`config.mk`:
```
export PLATFORM = sky130hd
export DESIGN_NAME = audio_conceal_mute
export DESIGN_NICKNAME = d
export VERILOG_FILES = /design/src/rtl/acm_pkg.sv /design/src/rtl/acm_lane.sv /design/src/rtl/acm_mute_gate.sv /design/src/rtl/audio_conceal_mute.sv
export SDC_FILE = /design/constraint.sdc
export NUM_CORES = 1
export LEC_CHECK = 0
export ABC_AREA = 0
export CAP_MARGIN = 20
export CORE_MARGIN = 3
export CORE_UTILIZATION = 57
export CTS_CLUSTER_DIAMETER = 50
export CTS_CLUSTER_SIZE = 8
export DETAILED_ROUTE_END_ITERATION = 10
export PLACE_DENSITY = 0.83
export RECOVER_POWER = 100
export SLEW_MARGIN = 20
export SYNTH_ARGS = -nofsm -noshare
export SYNTH_HDL_FRONTEND = slang
export SYNTH_SLANG_ARGS = --single-unit
```
`constraint.sdc`:
```
create_clock -name clk -period 4.4 [get_ports clk]
set_clock_uncertainty 0.05 [all_clocks]
set_input_delay 0.88 -clock clk [delete_from_list [all_inputs] [get_ports clk]]
set_output_delay 0.88 -clock clk [all_outputs]
set_load 0.02 [all_outputs]
```
`src/rtl/acm_pkg.sv`:
```
`timescale 1ns/1ps
package acm_pkg;

  localparam int NUM_CH = 2;

  typedef enum logic [1:0] {
    PICK_PASS = 2'd0,
    PICK_MEAN = 2'd1,
    PICK_HOLD = 2'd2
  } pick_e;

endpackage

```
`src/rtl/acm_lane.sv`:
```
`timescale 1ns/1ps
module acm_lane
  import acm_pkg::*;
#(
  parameter int W       = 16,
  parameter int RUN_MAX = 2
) (
  input  logic         clk,
  input  logic         rst_n,
  input  logic         load,
  input  logic         primed,
  input  logic [W-1:0] nx_val,
  input  logic         nx_flag,
  output logic         cur_flag,
  output logic [W-1:0] conc,
  output pick_e        pick
);

  localparam int CW = $clog2(RUN_MAX + 2);
  localparam logic [CW-1:0] RUN_CAP = CW'(RUN_MAX + 1);
  localparam logic [CW-1:0] RUN_LIM = CW'(RUN_MAX);

  logic [W-1:0]  p_val;
  logic          p_flag;
  logic [CW-1:0] p_run;
  logic [W-1:0]  last_good;
  logic          short_run;

  function automatic logic [W-1:0] mean2(input logic [W-1:0] a, input logic [W-1:0] b);
    logic signed [W:0] s;
    s = $signed({a[W-1], a}) + $signed({b[W-1], b});
    return s[W:1];
  endfunction

  function automatic logic [CW-1:0] run_next(input logic nflag, input logic chain,
                                             input logic [CW-1:0] run);
    if (!nflag)          return '0;
    else if (!chain)     return CW'(1);
    else if (run == RUN_CAP) return RUN_CAP;
    else                 return run + CW'(1);
  endfunction

  assign short_run = (p_run <= RUN_LIM);

  always_comb begin
    if (!p_flag)                    pick = PICK_PASS;
    else if (!nx_flag && short_run) pick = PICK_MEAN;
    else                            pick = PICK_HOLD;
  end

  always_comb begin
    unique case (pick)
      PICK_PASS: conc = p_val;
      PICK_MEAN: conc = mean2(last_good, nx_val);
      default:   conc = last_good;
    endcase
  end

  assign cur_flag = p_flag;

  always_ff @(posedge clk or negedge rst_n) begin
    if (!rst_n) begin
      p_val     <= '0;
      p_flag    <= 1'b0;
      p_run     <= '0;
      last_good <= '0;
    end else if (load) begin
      if (primed && !p_flag) last_good <= p_val;
      p_val  <= nx_val;
      p_flag <= nx_flag;
      p_run  <= run_next(nx_flag, primed && p_flag, p_run);
    end
  end

endmodule

```
`src/rtl/acm_mute_gate.sv`:
```
`timescale 1ns/1ps
module acm_mute_gate #(
  parameter int W = 16
) (
  input  logic         clk,
  input  logic         rst_n,
  input  logic         step,
  input  logic         req,
  input  logic [W-1:0] conc,
  output logic [W-1:0] y,
  output logic         muted,
  output logic         zc
);

  logic [W-1:0] prev_c;
  logic         muted_nx;

  function automatic logic crossing(input logic [W-1:0] prev, input logic [W-1:0] cur);
    return (prev[W-1] ^ cur[W-1]) || (cur == '0);
  endfunction

  assign zc = crossing(prev_c, conc);

  always_comb begin
    if (muted) muted_nx = !(!req && zc);
    else       muted_nx = req && zc;
  end

  assign y = muted_nx ? '0 : conc;

  always_ff @(posedge clk or negedge rst_n) begin
    if (!rst_n) begin
      prev_c <= '0;
      muted  <= 1'b0;
    end else if (step) begin
      prev_c <= conc;
      muted  <= muted_nx;
    end
  end

endmodule

```
`src/rtl/audio_conceal_mute.sv`:
```
`timescale 1ns/1ps
module audio_conceal_mute
  import acm_pkg::*;
#(
  parameter int SAMPLE_W = 16,
  parameter int RUN_MAX  = 2
) (
  input  logic                clk,
  input  logic                rst_n,
  input  logic                in_valid,
  output logic                in_ready,
  input  logic [SAMPLE_W-1:0] in_left,
  input  logic [SAMPLE_W-1:0] in_right,
  input  logic                in_err_l,
  input  logic                in_err_r,
  output logic                out_valid,
  input  logic                out_ready,
  output logic [SAMPLE_W-1:0] out_left,
  output logic [SAMPLE_W-1:0] out_right,
  output logic                out_err_l,
  output logic                out_err_r,
  input  logic                mute_req,
  output logic                mute_n
);

  logic                have_p;
  logic                accept;
  logic                step;
  logic [SAMPLE_W-1:0] nx_v   [NUM_CH];
  logic                nx_f   [NUM_CH];
  logic [SAMPLE_W-1:0] conc_v [NUM_CH];
  logic [SAMPLE_W-1:0] gate_y [NUM_CH];
  logic                cur_f  [NUM_CH];
  pick_e               pick_w [NUM_CH];
  logic [NUM_CH-1:0]   ch_muted;
  logic [NUM_CH-1:0]   ch_zc;

  assign nx_v[0] = in_left;
  assign nx_v[1] = in_right;
  assign nx_f[0] = in_err_l;
  assign nx_f[1] = in_err_r;

  assign in_ready = !have_p || !out_valid || out_ready;
  assign accept   = in_valid && in_ready;
  assign step     = accept && have_p;

  for (genvar ch = 0; ch < NUM_CH; ch++) begin : g_ch
    acm_lane #(.W(SAMPLE_W), .RUN_MAX(RUN_MAX)) u_lane (
      .clk      (clk),
      .rst_n    (rst_n),
      .load     (accept),
      .primed   (have_p),
      .nx_val   (nx_v[ch]),
      .nx_flag  (nx_f[ch]),
      .cur_flag (cur_f[ch]),
      .conc     (conc_v[ch]),
      .pick     (pick_w[ch])
    );

    acm_mute_gate #(.W(SAMPLE_W)) u_gate (
      .clk   (clk),
      .rst_n (rst_n),
      .step  (step),
      .req   (mute_req),
      .conc  (conc_v[ch]),
      .y     (gate_y[ch]),
      .muted (ch_muted[ch]),
      .zc    (ch_zc[ch])
    );
  end

  assign mute_n = !(&ch_muted);

  always_ff @(posedge clk or negedge rst_n) begin
    if (!rst_n) begin
      have_p    <= 1'b0;
      out_valid <= 1'b0;
      out_left  <= '0;
      out_right <= '0;
      out_err_l <= 1'b0;
      out_err_r <= 1'b0;
    end else begin
      if (accept) have_p <= 1'b1;
      if (step) begin
        out_valid <= 1'b1;
        out_left  <= gate_y[0];
        out_right <= gate_y[1];
        out_err_l <= cur_f[0];
        out_err_r <= cur_f[1];
      end else if (out_ready) begin
        out_valid <= 1'b0;
      end
    end
  end

endmodule

```
# [Yosys cells after proc, flatten, opt, wreduce, memory -nomap -nowiden]
# Cells that the tools add are included.
[totals] romBits=0 inputBits=39 regBits=140 output_inout_bits=37 ram_bits=0 latchBits=0 n_memories=0
[classes] n_lt_le_gt_ge=2 bitwise=2 eq_ne=4 n_addsub=4 mux=18 shift=0 div=0 reduce_logical=34 multipliers=0
[op_table] cell="16-bit one-hot mux with 2 select lines" n=2
[op_table] cell="16-bit by 16-bit adder with 17-bit output" n=2
[op_table] cell="16-bit zero test" n=2
[op_table] cell="16-bit 2-to-1 mux" n=2
[op_table] cell="2-bit 2-to-1 mux" n=10
[op_table] cell="1-bit logical AND" n=12
[op_table] cell="1-bit zero test" n=10
[op_table] cell="2-bit AND reduction" n=3
[op_table] cell="2-bit by 1-bit adder with 2-bit output, second input constant" n=2
[op_table] cell="2-bit by 1-bit equality test with 1-bit output, second input constant" n=2
[op_table] cell="2-bit equality test, second input constant" n=2
[op_table] cell="2-bit <= comparator, second input constant" n=2
[op_table] cell="2-bit zero test" n=2
[op_table] cell="1-bit logical OR" n=4
[op_table] cell="1-bit 2-to-1 mux" n=4
[op_table] cell="2-bit nonzero test" n=1
[op_table] cell="1-bit XOR" n=2

# [Longest topological paths before layout]
# Gate-level depths: netlist (run 1).
[depth] ltp_word=12 depth_mapped=13 ltp_nobuf=12

# [Cells and area by module]
# From an unflattened synthesis (run 1), not the netlist that was laid out.
[hier_totals] cells_unflattened=667 hier_area_um2=6949.2
[modules_own_cells] module="acm_lane" n_inst=2 cells_per_inst=264 area_each_um2=2446.1
[modules_own_cells] module="audio_conceal_mute" n_inst=1 cells_per_inst=81 area_each_um2=1519.0
[modules_own_cells] module="acm_mute_gate" n_inst=2 cells_per_inst=29 area_each_um2=269.0

# [Least setup slack after synthesis (run 1)]
# Ideal clock, no wire load.
[synth_timing] path_type="input-to-reg" start="input in_left[1]" end="register out_left[0]" path_slack_ns=0.097 required_ns=4.229 cell_stages=13 arrival_ns=4.132 n_path_buf=1 path_cell_list="inv_1 -> fa_1 -> nor2b_4 -> o31ai_2 -> a2111oi_0 -> mux2i_1 -> nor2_1 -> or4_1 -> or4b_1 -> o31ai_1 -> a211oi_2 -> buf_6 -> a22o_1"
[synth_via] elab_chain_cells=8 word_cells_on_any_way=10
[synth_rtl] item="start, declared" line_no="audio_conceal_mute.sv:12" text="input logic [SAMPLE_W-1:0] in_left,"
[synth_rtl] item="16-bit by 16-bit adder with 17-bit output *" line_no="acm_lane.sv:31" text="s = $signed({a[W-1], a}) + $signed({b[W-1], b});"
[synth_rtl] item="16-bit one-hot mux with 2 select lines *" line_no="acm_lane.sv:52" text="unique case (pick)"
[synth_rtl] item="16-bit zero test or 1-bit XOR (tied branches)" line_no="acm_mute_gate.sv:19" text="return (prev[W-1] ^ cur[W-1]) || (cur == '0);"
[synth_rtl] item="1-bit logical OR" line_no="acm_mute_gate.sv:19"
[synth_rtl] item="1-bit logical AND" line_no="acm_mute_gate.sv:25" text="if (muted) muted_nx = !(!req && zc);"
[synth_rtl] item="1-bit zero test" line_no="acm_mute_gate.sv:25"
[synth_rtl] item="1-bit 2-to-1 mux" line_no="acm_mute_gate.sv:25"
[synth_rtl] item="16-bit 2-to-1 mux *" line_no="acm_mute_gate.sv:29" text="assign y = muted_nx ? '0 : conc;"
[synth_rtl] item="end signal, assigned" line_no="audio_conceal_mute.sv:86" text="out_left <= gate_y[0];"
[synth_rtl] item="end, declared" line_no="audio_conceal_mute.sv:18" text="output logic [SAMPLE_W-1:0] out_left,"
# Every way passes the cells marked *; elsewhere a longest branch is shown, timed or not.
# A chain may end at the register's enable or synchronous reset.

# [Worst setup path after layout (run 1)]
[layout_timing] start="input in_left[2]" end="register out_left[4]"
# Same word-level chain as after synthesis.

==> impl_results.md, run 1 <==
* Worst-skew pair later-pin latency at ~0.36 ns
* Pint at between 2 and 3 mW
* Syn avg cell area at roughly 9 µm²
* Hold Crit Class: reg -> reg
* Area delta synth->final at 32.3%
* First-pass GRT wire length at around 32000 µm
* Clk root buf: clkbuf_16
* Sequential share of the synthesized area at 42.0%
* I/O Buffers at 75
* EDFF count, synth at 0
* Power Density at around 550 nW/µm²
* Crit path kind: in -> reg
* Die area at between 10000 and 15000 µm²
* Maximum VDD drop at 0.000427 V
* Post-layout net count at between 900 and 1000
* Placed Area at between 8000 and 9000 µm²
* Most frequent cell after synthesis: nand2_1
* Sw Share at 39.6%
* Hold Path Origin: out_err_r
* TritonRoute pass-1 iters at 7
* Achievable Freq at 229 MHz
* Top FF cell, synth: dfrtp_1
* Status: complete, but fails checks
* Via Count at about 6400
* Die Ht at ~110 µm
* Synth Net Count at 812
* Netlist cell types at slightly below 70
* Initial antenna violation count at 0
* Clock power share at ~18%
* Setup TNS at 0 ns
* Max_slew headroom at -18.3%
* I/O pin count at 76
* Post-layout util at approximately four fifths
* Max-slew violations at 35
* Number of vias per cell at between 6 and 7
* H-tree levels at 3
* # rows at 38
* # diodes at 0
* YS warnings at 0
* Synth cell count leaders: nand2_1, dfrtp_1, o21ai_0
* Crit. End Element: flip-flop
* Net Sw Power at around 1.9 mW
* Maximum clock path buffer count at 2
* CP Launch Point: in_left[2]
* CTS tree: built
* Least-Margin Pin Slew at between 1.5 and 2 ns
* WL/cell at ~19 µm
* Fin worst setup slack at between 0.02 and 0.025 ns
* Ys async rst share at between 90% and 100%
* Logic pwr share at 50.1%
* GRT overflow at 0
* Overall routing resource usage at 31.3%
* Top cell type's share of synthesized area at a little over two fifths
* Fill cell count at around 760
* CP Launch Type: input pin
* Clock-pin slew on the worst setup and hold paths at ~0.080 ns
* Fin crit share at 99.4%
* Num CTS Buffers at 9
* Crit Path Max Fanout at 5
* Yosys reg bits at 110
* Reg2Reg Launch Point: g_ch[0].u_lane.last_good[0]
* Largest net degree at the start of global routing at between 40 and 50
* Maxcap violations at 1
* Clock sinks at 110
* Routed wire length at between 20000 and 25000 µm
* Critical Path AT at ~4.6 ns
* Area leader, netlist: dfrtp_1
* RePlAce Congestion at just under 0.9
* Sequential share of power at 32.0%
* DR iter-0 viols at 601
* # placed instances at between 1000 and 1500
* DIE WIDTH at between 100 and 150 µm
* # DRC at 0
* Pre-CTS setup slack at -0.833 ns
* Fin cells at 1051
* Dominant cells by area after synthesis: dfrtp_1, nand2_1, ha_1, o21ai_0, mux2_2
* Hpwl dp at 14100 µm
* Initial Util at 59.4%
* Violated checks: capacitance limit, slew limit
* Leakage at 4.03 nW
* Post-route design area at around 8700 µm²
* Min Tclk post-route at approximately 4.4 ns
* CORE AREA at 11000 µm²
* Area of the mapped netlist at 6550 µm²
* Post-route ant nets at 0
* CP required at between 4 and 5 ns
* Final hold violation count at 0
* Vias in the first global route at 6478
* Share of cells above drive strength 1 at approximately a fifth
* Synth Instances at 741
* Final setup violation count at 0
-- worst paths after layout --
path | end | slack [ns] | depth (start not counted)
setup / recovery | out_left[4] | 0.02 | 14
hold / removal | out_err_r | 0.43 | 2
setup reg to reg | out_left[4] | 0.37 | 15
hold reg to reg | out_err_r | 0.43 | 2
max in group asynchronous | g_ch[1].u_lane.p_val[14] | 1.52 | 2
min in group asynchronous | out_left[11] | 0.93 | 1
-- state kept, by name (all words and copies together), names as in the netlist --
signal	cells
g_ch.u_lane.last_good	32
have_p	1
g_ch.u_gate.muted	2
out_left	16
g_ch.u_lane.cur_flag	2
out_valid	1
g_ch.u_lane.p_val	32
g_ch.u_gate.prev_c	2
g_ch.u_lane.p_run	4
out_right	16
out_err_l	1
out_err_r	1
-- per-layer routing --
metal	share of wire [%]	routed length, µm	vias up	GRT usage, %
li1	-	-	2999	-
met1	43	8670	3074	43.8
met2	47	9430	302	49.4
met3	7.7	1560	55	6.63
met4	2.6	517	0	9.46
met5	0	0	-	0
-- worst max-delay path: stages --
cell and delay, ns:
dlygate4sd2_1 0.28, ha_4 0.28, buf_4 0.12, nand4_1 0.15
a21boi_0 0.21, o311ai_0 0.17, o21ai_0 0.26, nand4_1 0.20
or4_1 0.54, or4b_4 0.53, o311a_4 0.41, a211oi_4 0.30
buf_6 0.18, a22o_1 0.12
-- power by group through the flow --
| stage | registers (mW) | clock network (mW) | logic [mW] |
|---|---|---|---|
| 6_report | 1.52 | 0.855 | 2.38 |
| 5_1_grt | 1.56 | 0.898 | 2.58 |
| 4_1_cts | 1.51 | 0.860 | 2.32 |
| 3_5_place_dp | 1.53 | 0 | 2.25 |
| 3_3_place_gp | 1.52 | 0 | 2.18 |
| 2_1_floorplan | 1.62 | 0 | 1.11 |
-- stage by stage --
stage	hold slack, ns	total power, mW
3_3_place_gp	0.412	3.69
4_1_cts	0.406	4.70
2_1_floorplan	0.406	2.73
3_5_place_dp	0.417	3.78
6_report	0.427	4.76
5_1_grt	0.477	5.03
-- cell type report --
cell class	count	area (µm²)	share of cell area (%)
timing repair buffer	190	1590	18.3
clock inverter	5	58.8	0.679
tap	140	175	2.02
sequential	110	2750	31.8
inverter	30	113	1.30
multi-input combinational	565	3740	43.1
clock buffer	11	243	2.80
-- cell usage in the layout (no fill, tap or decap), drive strengths merged, types with 4 or more instances in the layout --
cell | synthesis | final
a2111oi | 5 | 5
a211oi | 7 | 7
a21o | 10 | 10
a21oi | 48 | 48
a22o | 12 | 12
a31oi | 11 | 11
and2 | 5 | 5
buf | 5 | 105
clkbuf | 31 | 22
clkdlybuf4s50 | 0 | 30
dfrtp | 110 | 110
dlygate4sd3 | 0 | 39
ha | 30 | 30
inv | 30 | 30
mux2 | 23 | 23
mux2i | 12 | 12
nand2 | 134 | 134
nand2b | 5 | 5
nand3 | 26 | 26
nand4 | 7 | 7
nor2 | 38 | 38
nor2b | 7 | 7
nor3 | 20 | 20
nor4 | 5 | 5
o211ai | 10 | 10
o21a | 8 | 8
o21ai | 64 | 64
o22a | 4 | 4
o31ai | 4 | 4
or3 | 12 | 12
xnor2 | 4 | 4
xor2 | 7 | 7
-- cell families (layout without fill, tap and decap cells) --
kind of cell,count (synthesis),count (layout),share of synthesized area (%)
xor+xnor,11,11,1.47
buf+inv,66,236,3.93
simple gates,279,279,19.9
fa+ha+maj,32,32,6.34
mux,35,35,5.79
flops,110,110,42.0
compound gates,208,208,20.6
-- what timing repair did --
action	in CTS	in global routing
hold endpoints to repair	0	0
hold buffers	0	0
endpoints found under the setup margin	28	30
setup buffers	3	0
cloned	1	0
resized for setup	28	24
pin swaps	13	15
No activity file was read; power rests on OpenSTA's default activity.
==> run 2, diff against run 1 <==
- SLEW_MARGIN: 20 -> 10
==> results of run 2 <==
Same layout as run 1: the final DEF is identical, and so are final timing and power.
==> run 3, diff against run 2 <==
- CTS_CLUSTER_SIZE: 8 -> 24
==> results of run 3 <==
Same layout as run 1: the final DEF is identical, and so are final timing and power.
